==> src/rtl/gpio_pkg.sv <==
package gpio_pkg;

    localparam int BUS_W  = 32;
    localparam int ADDR_W = 16;

    // register group base addresses
    localparam logic [ADDR_W-1:0] OFS_DOUT = 16'h0700;
    localparam logic [ADDR_W-1:0] OFS_DIN  = 16'h0900;
    localparam logic [ADDR_W-1:0] OFS_OE   = 16'h0B00;
    localparam logic [ADDR_W-1:0] OFS_SEL  = 16'h1000;
    localparam logic [ADDR_W-1:0] OFS_IEN  = 16'h1100;
    localparam logic [ADDR_W-1:0] OFS_LVL  = 16'h1200;
    localparam logic [ADDR_W-1:0] OFS_POL  = 16'h1300;
    localparam logic [ADDR_W-1:0] OFS_STAT = 16'h1400;

    typedef enum logic [3:0] {
        GRP_NONE, GRP_DOUT, GRP_DIN, GRP_OE, GRP_SEL,
        GRP_IEN, GRP_LVL, GRP_POL, GRP_STAT
    } grp_e;

    typedef enum logic [1:0] {
        OP_WRITE  = 2'd0,
        OP_SET    = 2'd1,
        OP_CLEAR  = 2'd2,
        OP_TOGGLE = 2'd3
    } op_e;

endpackage

==> src/rtl/gpio_addr_dec.sv <==
module gpio_addr_dec import gpio_pkg::*; #(
    parameter int NUM_BANKS = 5
) (
    input  logic [ADDR_W-1:0] addr_i,
    output logic              valid_o,
    output grp_e              grp_o,
    output logic [3:0]        bank_o,
    output op_e               op_o
);

    grp_e grp_raw;

    always_comb begin
        case (addr_i[15:8])
            OFS_DOUT[15:8]: grp_raw = GRP_DOUT;
            OFS_DIN[15:8]:  grp_raw = GRP_DIN;
            OFS_OE[15:8]:   grp_raw = GRP_OE;
            OFS_SEL[15:8]:  grp_raw = GRP_SEL;
            OFS_IEN[15:8]:  grp_raw = GRP_IEN;
            OFS_LVL[15:8]:  grp_raw = GRP_LVL;
            OFS_POL[15:8]:  grp_raw = GRP_POL;
            OFS_STAT[15:8]: grp_raw = GRP_STAT;
            default:        grp_raw = GRP_NONE;
        endcase
    end

    always_comb begin
        bank_o  = addr_i[7:4];
        op_o    = op_e'(addr_i[3:2]);
        valid_o = (grp_raw != GRP_NONE) && (int'(addr_i[7:4]) < NUM_BANKS)
                  && (addr_i[1:0] == 2'b00);
        grp_o   = valid_o ? grp_raw : GRP_NONE;
    end

endmodule

==> src/rtl/gpio_sync.sv <==
module gpio_sync #(
    parameter int W = 32
) (
    input  logic         clk,
    input  logic         rst_n,
    input  logic [W-1:0] d_i,
    output logic [W-1:0] q_o
);

    typedef struct packed {
        logic [W-1:0] s1;
        logic [W-1:0] s2;
    } sync_st_t;

    sync_st_t sy_d, sy_q;

    always_comb begin
        sy_d.s1 = d_i;
        sy_d.s2 = sy_q.s1;
    end

    always_ff @(posedge clk or negedge rst_n) begin
        if (!rst_n) sy_q <= '0;
        else        sy_q <= sy_d;
    end

    assign q_o = sy_q.s2;

endmodule

==> src/rtl/gpio_bank.sv <==
module gpio_bank import gpio_pkg::*; #(
    parameter int PINS = 32
) (
    input  logic             clk,
    input  logic             rst_n,
    input  logic             wr_en,
    input  grp_e             grp,
    input  op_e              op,
    input  logic [BUS_W-1:0] wdata,
    output logic [BUS_W-1:0] rd_data,
    input  logic [PINS-1:0]  pad_in,
    output logic [PINS-1:0]  pad_out,
    output logic [PINS-1:0]  pad_oe,
    output logic             irq
);

    typedef struct packed {
        logic [PINS-1:0] dout;
        logic [PINS-1:0] oe;
        logic [PINS-1:0] sel;
        logic [PINS-1:0] ien;
        logic [PINS-1:0] lvl;
        logic [PINS-1:0] pol;
        logic [PINS-1:0] stat;
        logic [PINS-1:0] prev;
    } bank_st_t;

    bank_st_t st_d, st_q;
    logic [PINS-1:0] pin_s;
    logic [PINS-1:0] wd;
    logic [PINS-1:0] rise, fall, hit_lvl, hit_edge, hw_set, lvl_hold;

    function automatic logic [PINS-1:0] upd(input logic [PINS-1:0] cur,
                                            input op_e o,
                                            input logic [PINS-1:0] m);
        case (o)
            OP_SET:    return cur | m;
            OP_CLEAR:  return cur & ~m;
            OP_TOGGLE: return cur ^ m;
            default:   return m;
        endcase
    endfunction

    gpio_sync #(.W(PINS)) u_sync (
        .clk   (clk),
        .rst_n (rst_n),
        .d_i   (pad_in),
        .q_o   (pin_s)
    );

    assign wd = wdata[PINS-1:0];

    always_comb begin
        rise     = pin_s & ~st_q.prev;
        fall     = ~pin_s & st_q.prev;
        hit_lvl  = st_q.lvl & ~(pin_s ^ st_q.pol);
        hit_edge = ~st_q.lvl & ((st_q.pol & rise) | (~st_q.pol & fall));
        hw_set   = st_q.sel & (hit_lvl | hit_edge);
        lvl_hold = st_q.sel & hit_lvl;

        st_d      = st_q;
        st_d.prev = pin_s;
        if (wr_en) begin
            case (grp)
                GRP_DOUT: st_d.dout = upd(st_q.dout, op, wd);
                GRP_OE:   st_d.oe   = upd(st_q.oe,   op, wd);
                GRP_SEL:  st_d.sel  = upd(st_q.sel,  op, wd);
                GRP_IEN:  st_d.ien  = upd(st_q.ien,  op, wd);
                GRP_LVL:  st_d.lvl  = upd(st_q.lvl,  op, wd);
                GRP_POL:  st_d.pol  = upd(st_q.pol,  op, wd);
                GRP_STAT: st_d.stat = upd(st_q.stat, op, wd);
                default:  ;
            endcase
        end
        // hardware detection wins over a software clear in the same cycle
        st_d.stat = st_d.stat | hw_set;
    end

    always_ff @(posedge clk or negedge rst_n) begin
        if (!rst_n) st_q <= '0;
        else        st_q <= st_d;
    end

    always_comb begin
        rd_data = '0;
        case (grp)
            GRP_DOUT: rd_data[PINS-1:0] = st_q.dout;
            GRP_DIN:  rd_data[PINS-1:0] = pin_s;
            GRP_OE:   rd_data[PINS-1:0] = st_q.oe;
            GRP_SEL:  rd_data[PINS-1:0] = st_q.sel;
            GRP_IEN:  rd_data[PINS-1:0] = st_q.ien;
            GRP_LVL:  rd_data[PINS-1:0] = st_q.lvl;
            GRP_POL:  rd_data[PINS-1:0] = st_q.pol;
            GRP_STAT: rd_data[PINS-1:0] = st_q.stat;
            default:  rd_data = '0;
        endcase
    end

    assign pad_out = st_q.dout;
    assign pad_oe  = st_q.oe;
    assign irq     = |(st_q.stat & st_q.ien);


    clear_alias_chk: assert property (@(posedge clk) disable iff (!rst_n)
        (wr_en && grp == GRP_DOUT && op == OP_CLEAR) |=> ((pad_out & $past(wd)) == '0));


    set_alias_chk: assert property (@(posedge clk) disable iff (!rst_n)
        (wr_en && grp == GRP_OE && op == OP_SET) |=> ((pad_oe & $past(wd)) == $past(wd)));


    dout_hold_chk: assert property (@(posedge clk) disable iff (!rst_n)
        !(wr_en && grp == GRP_DOUT) |=> $stable(pad_out));


    src_gate_chk: assert property (@(posedge clk) disable iff (!rst_n)
        !(wr_en && grp == GRP_STAT) |=> ((st_q.stat & ~$past(st_q.stat) & ~$past(st_q.sel)) == '0));


    level_hold_chk: assert property (@(posedge clk) disable iff (!rst_n)
        (lvl_hold != '0) |=> ((st_q.stat & $past(lvl_hold)) == $past(lvl_hold)));

endmodule

==> src/rtl/gpio_bank_ctrl.sv <==
module gpio_bank_ctrl import gpio_pkg::*; #(
    parameter int NUM_BANKS = 5,
    parameter int PINS      = 32
) (
    input  logic                      clk,
    input  logic                      rst_n,
    input  logic                      cpu_we,
    input  logic [ADDR_W-1:0]         cpu_addr,
    input  logic [BUS_W-1:0]          cpu_wdata,
    output logic [BUS_W-1:0]          cpu_rdata,
    input  logic [NUM_BANKS*PINS-1:0] pad_in,
    output logic [NUM_BANKS*PINS-1:0] pad_out,
    output logic [NUM_BANKS*PINS-1:0] pad_oe,
    output logic [NUM_BANKS-1:0]      irq
);

    logic       dec_valid;
    grp_e       dec_grp;
    logic [3:0] dec_bank;
    op_e        dec_op;

    logic [NUM_BANKS-1:0] bank_we;
    logic [BUS_W-1:0]     bank_rd [NUM_BANKS];

    gpio_addr_dec #(.NUM_BANKS(NUM_BANKS)) u_dec (
        .addr_i  (cpu_addr),
        .valid_o (dec_valid),
        .grp_o   (dec_grp),
        .bank_o  (dec_bank),
        .op_o    (dec_op)
    );

    for (genvar b = 0; b < NUM_BANKS; b++) begin : g_bank
        assign bank_we[b] = cpu_we && dec_valid && (int'(dec_bank) == b);

        gpio_bank #(.PINS(PINS)) u_bank (
            .clk     (clk),
            .rst_n   (rst_n),
            .wr_en   (bank_we[b]),
            .grp     (dec_grp),
            .op      (dec_op),
            .wdata   (cpu_wdata),
            .rd_data (bank_rd[b]),
            .pad_in  (pad_in[b*PINS +: PINS]),
            .pad_out (pad_out[b*PINS +: PINS]),
            .pad_oe  (pad_oe[b*PINS +: PINS]),
            .irq     (irq[b])
        );
    end

    always_comb begin
        cpu_rdata = '0;
        for (int b = 0; b < NUM_BANKS; b++) begin
            if (dec_valid && int'(dec_bank) == b) cpu_rdata = bank_rd[b];
        end
    end


    one_bank_chk: assert property (@(posedge clk) disable iff (!rst_n)
        $onehot0(bank_we));

endmodule

==> config.mk <==
export PLATFORM = sky130hd
export DESIGN_NAME = gpio_bank_ctrl
export DESIGN_NICKNAME = d
export VERILOG_FILES = /design/src/rtl/gpio_pkg.sv /design/src/rtl/gpio_addr_dec.sv /design/src/rtl/gpio_sync.sv /design/src/rtl/gpio_bank.sv /design/src/rtl/gpio_bank_ctrl.sv
export SDC_FILE = /design/constraint.sdc
export NUM_CORES = 2
export LEC_CHECK = 0
export BUFFER_PORTS_ARGS = -buffer_cell sky130_fd_sc_hd__buf_2
export CORE_ASPECT_RATIO = 0.6
export CORE_UTILIZATION = 45
export CTS_CLUSTER_SIZE = 14
export DETAILED_ROUTE_END_ITERATION = 10
export HOLD_SLACK_MARGIN = 0.08
export PLACE_DENSITY_LB_ADDON = 0.05
export SETUP_SLACK_MARGIN = 0.05
export SLEW_MARGIN = 0
export SYNTH_ARGS = -nofsm -noshare
export SYNTH_HDL_FRONTEND = slang
export SYNTH_SLANG_ARGS = --single-unit
==> constraint.sdc <==
create_clock -name clk -period 3.75 [get_ports clk]
set_input_delay 0 -clock clk [delete_from_list [all_inputs] [get_ports clk]]
set_output_delay 0 -clock clk [all_outputs]
set_load 0.005 [all_outputs]
==> impl_metrics.ini <==
[status]
status = finished, violations left
violations = setup timing

[route]
drtAntennaViolNets = 0
drt-initial-drc-count = 15000
wl_um = 568000
drc = 0
firstDrtPassIters = 9
vias_per_cell = 6.37
num_vias = 116000
wl_per_cell_um = 31.3

[setup_path]
critPathArrivalTime_ns = 3.84
crit_type = in2out
worst_r2r_endpoint = g_bank[3].u_bank.st_q[41]
worst-path-max-fanout = 11
reg2reg_depth = 5
r2r_start = g_bank[3].u_bank.st_q[41]
worstPathRequired_ns = 3.75
critPathCaptureType = output port
r2r_setup_slack_ns = 1.69
critPathLaunchType = input pin

[die]
fp.dieH_um = 417
coreArea_um2 = 284000
dieWidth_um = 694
rows = 151
start_util_pct = 45.5
fp.dieArea_um2 = 289000
ios = 568

[timing]
relSlewSlack_pct = 15.0
clock_skew_ns = 0.0470
holdWs_ns = 0.132
fmax_mhz = 261
fin_crit_ns = 3.84
period_share_pct = 102
slew_viol_final = 0
rsz0062_at_grt = yes
tns_ns = -0.0963
setup_ws_ns = -0.0872
worst-slew-pin-transition_ns = 1.27
finalHoldViolations = 0
setup_viol = 2

[synthesis]
synth_edf_count = 0
syn_nets = 16400
seq_area_frac_synth_pct = 31.0
synthDistinctLibCells = 74
synth-seq-cells = 1600
yosys-top-cells-count = 2,240 x ha_1, 1,600 x dfrtp_1, 1,520 x a21oi_1
avgSynthCellArea_um2 = 9.28
synth.most_common_cell = ha_1
synthTopCellsByArea = dfrtp_1 31%, ha_1 22%, mux2_2 9.8%, a211oi_1 6.5%, a21oi_1 5.9%
synth_top_area_share_pct = 31.0
synth_largest_area_cell = dfrtp_1
yosysWarnings = 0
syn_inst = 13900
synth_ff_type = dfrtp_1
syn_area_um2 = 129000
synthArstFlopShare_pct = 100

[placement]
post-place-cells = 17500
pre_cts_slack_ns = 0.103
place_congestion = 0.960
place.port_buffers = 567
dp_hpwl_um = 386000
place_area_um2 = 136000

[hold_path]
holdPathStages = 6
hold_end = g_bank[4].u_bank.pad_out[5]
min_from = cpu_wdata[5]
hold_class = in2reg

[clock_network]
clkTransAtPathRegs_ns = 0.07
clk_latency_ns = 0.92
htree_levels = 4
ctsRootBufferMaster = clkbuf_16
cts_tree = built
cts_buffers = 184
cts_setup_buffers = 0
clk_path_buf_depth = 4
cts.sinks = 1600

[power_and_ir_drop]
powerDensity_nw_per_um2 = 302
totalPowerFinal_mw = 44.2
ir_drop_mv = 0.325
p_leak_nw = 66.0

[cells_and_area]
fin_nets = 16600
syn_to_final_growth_pct = 13.2
drive_above_1_share_pct = 18.5
utilization_pct = 51.5
final_cells = 18100
final_cell_area_um2 = 146000

[global_routing]
antenna_found_initial = 50
grt_max_degree = 181
grt_overflow = 0
grt_pass1_wl_um = 808000
grt_pass1_vias = 111000
grt_usage_pct = 38.1

[run]
drv_cap = 0
## state kept, by name (all words and copies together), names as in the netlist
name	cells
g_bank.u_bank.u_sync.sy_d	160
g_bank.u_bank.pad_oe	160
g_bank.u_bank.st_q	960
g_bank.u_bank.pad_out	160
g_bank.u_bank.u_sync.q_o	160
## power by group
part           leakage (nW)  internal [mW]  total, mW  switching [mW]
Sequential             20.4           17.5       17.8           0.279
Combinational          42.5           2.32       6.38            4.06
Clock                  3.09           11.4       20.0            8.58
## cell usage in the layout, fill, tap and decap left out, drive strengths merged, types with 19 or more instances in the layout
cell	synthesis	routed
ha	2240	2240
dfrtp	1600	1600
a21oi	1520	1520
inv	1155	1135
a211oi	1126	1126
mux2	1120	1120
buf	511	1085
nand2	1004	1004
o21ai	758	758
nor2	457	457
dlygate4sd3	0	345
clkbuf	857	256
o211ai	181	181
a22oi	174	174
nor3	157	157
a222oi	150	150
a31oi	116	116
nand3	97	97
o221ai	88	88
xnor2	84	84
xor2	83	83
a221oi	80	80
clkinv	0	54
o2111a	30	30
o2111ai	28	28
nand4	28	28
a22o	24	24
o22ai	24	24
a21o	22	22
bufinv	0	21
nor4	20	20
a221o	19	19
o311a	19	19
## per-layer routing
metal	track usage [%]	wire, µm	up-vias
met5	0	325	-
met4	17.5	30000	48
met3	12.4	68300	1098
met2	53.0	228000	5991
met1	53.1	242000	58100
li1	-	-	50300
## kinds of logic (layout without fill, tap and decap cells)
| group | Yosys count | count (layout) | synth area share (%) |
|---|---|---|---|
| AO/OA/AOI/OAI | 4445 | 4445 | 22.1 |
| buffers and inverters | 2523 | 2906 | 8.38 |
| adder cells (fa/ha/maj) | 2240 | 2240 | 21.7 |
| AND/OR/NAND/NOR | 1820 | 1820 | 5.89 |
| flip-flops | 1600 | 1600 | 31.0 |
| multiplexers | 1129 | 1129 | 9.84 |
| XOR/XNOR | 167 | 167 | 1.13 |
| other | 0 | 15 | 0 |
## how the worst max path moves through the flow
stage	slack (ns)	endpoint	start
after floorplan	1.35	g_bank[0].u_bank.st_q[34]	cpu_addr[7]
after CTS	0.1	cpu_rdata[30]	cpu_addr[14]
after global routing	0.02	cpu_rdata[30]	g_bank[0].u_bank.pad_oe[30]
after detailed placement	0.10	cpu_rdata[7]	cpu_addr[14]
final	-0.09	cpu_rdata[31]	cpu_addr[14]
after global placement	0.06	cpu_rdata[30]	cpu_addr[14]
## final cells by class
type / count / area [µm²]
diodes: 15 / 37.5
clock buffers: 256 / 5390
clock inverters: 65 / 902
fillers: 25700 / 138000
inverters: 1155 / 4390
multi-input cells: 9801 / 78800
flip-flops and latches: 1600 / 40000
well taps: 3825 / 4790
repair buffers: 1430 / 11900
## worst max-delay path: stages
cell	delay (ns)
buf_2	0.13
or3_1	0.55
buf_4	0.24
nor3_2	0.31
nand3_2	0.16
or3_1	0.84
buf_4	0.36
a21oi_1	0.53
buf_4	0.22
o311a_1	0.31
buf_2	0.17
## timing repair
item,CTS,global route
hold buffers,346,0
gates resized for setup,2,7
endpoints found under the hold margin,2080,0
setup endpoints to repair,2,7
Power figures use the tool's default switching activity.
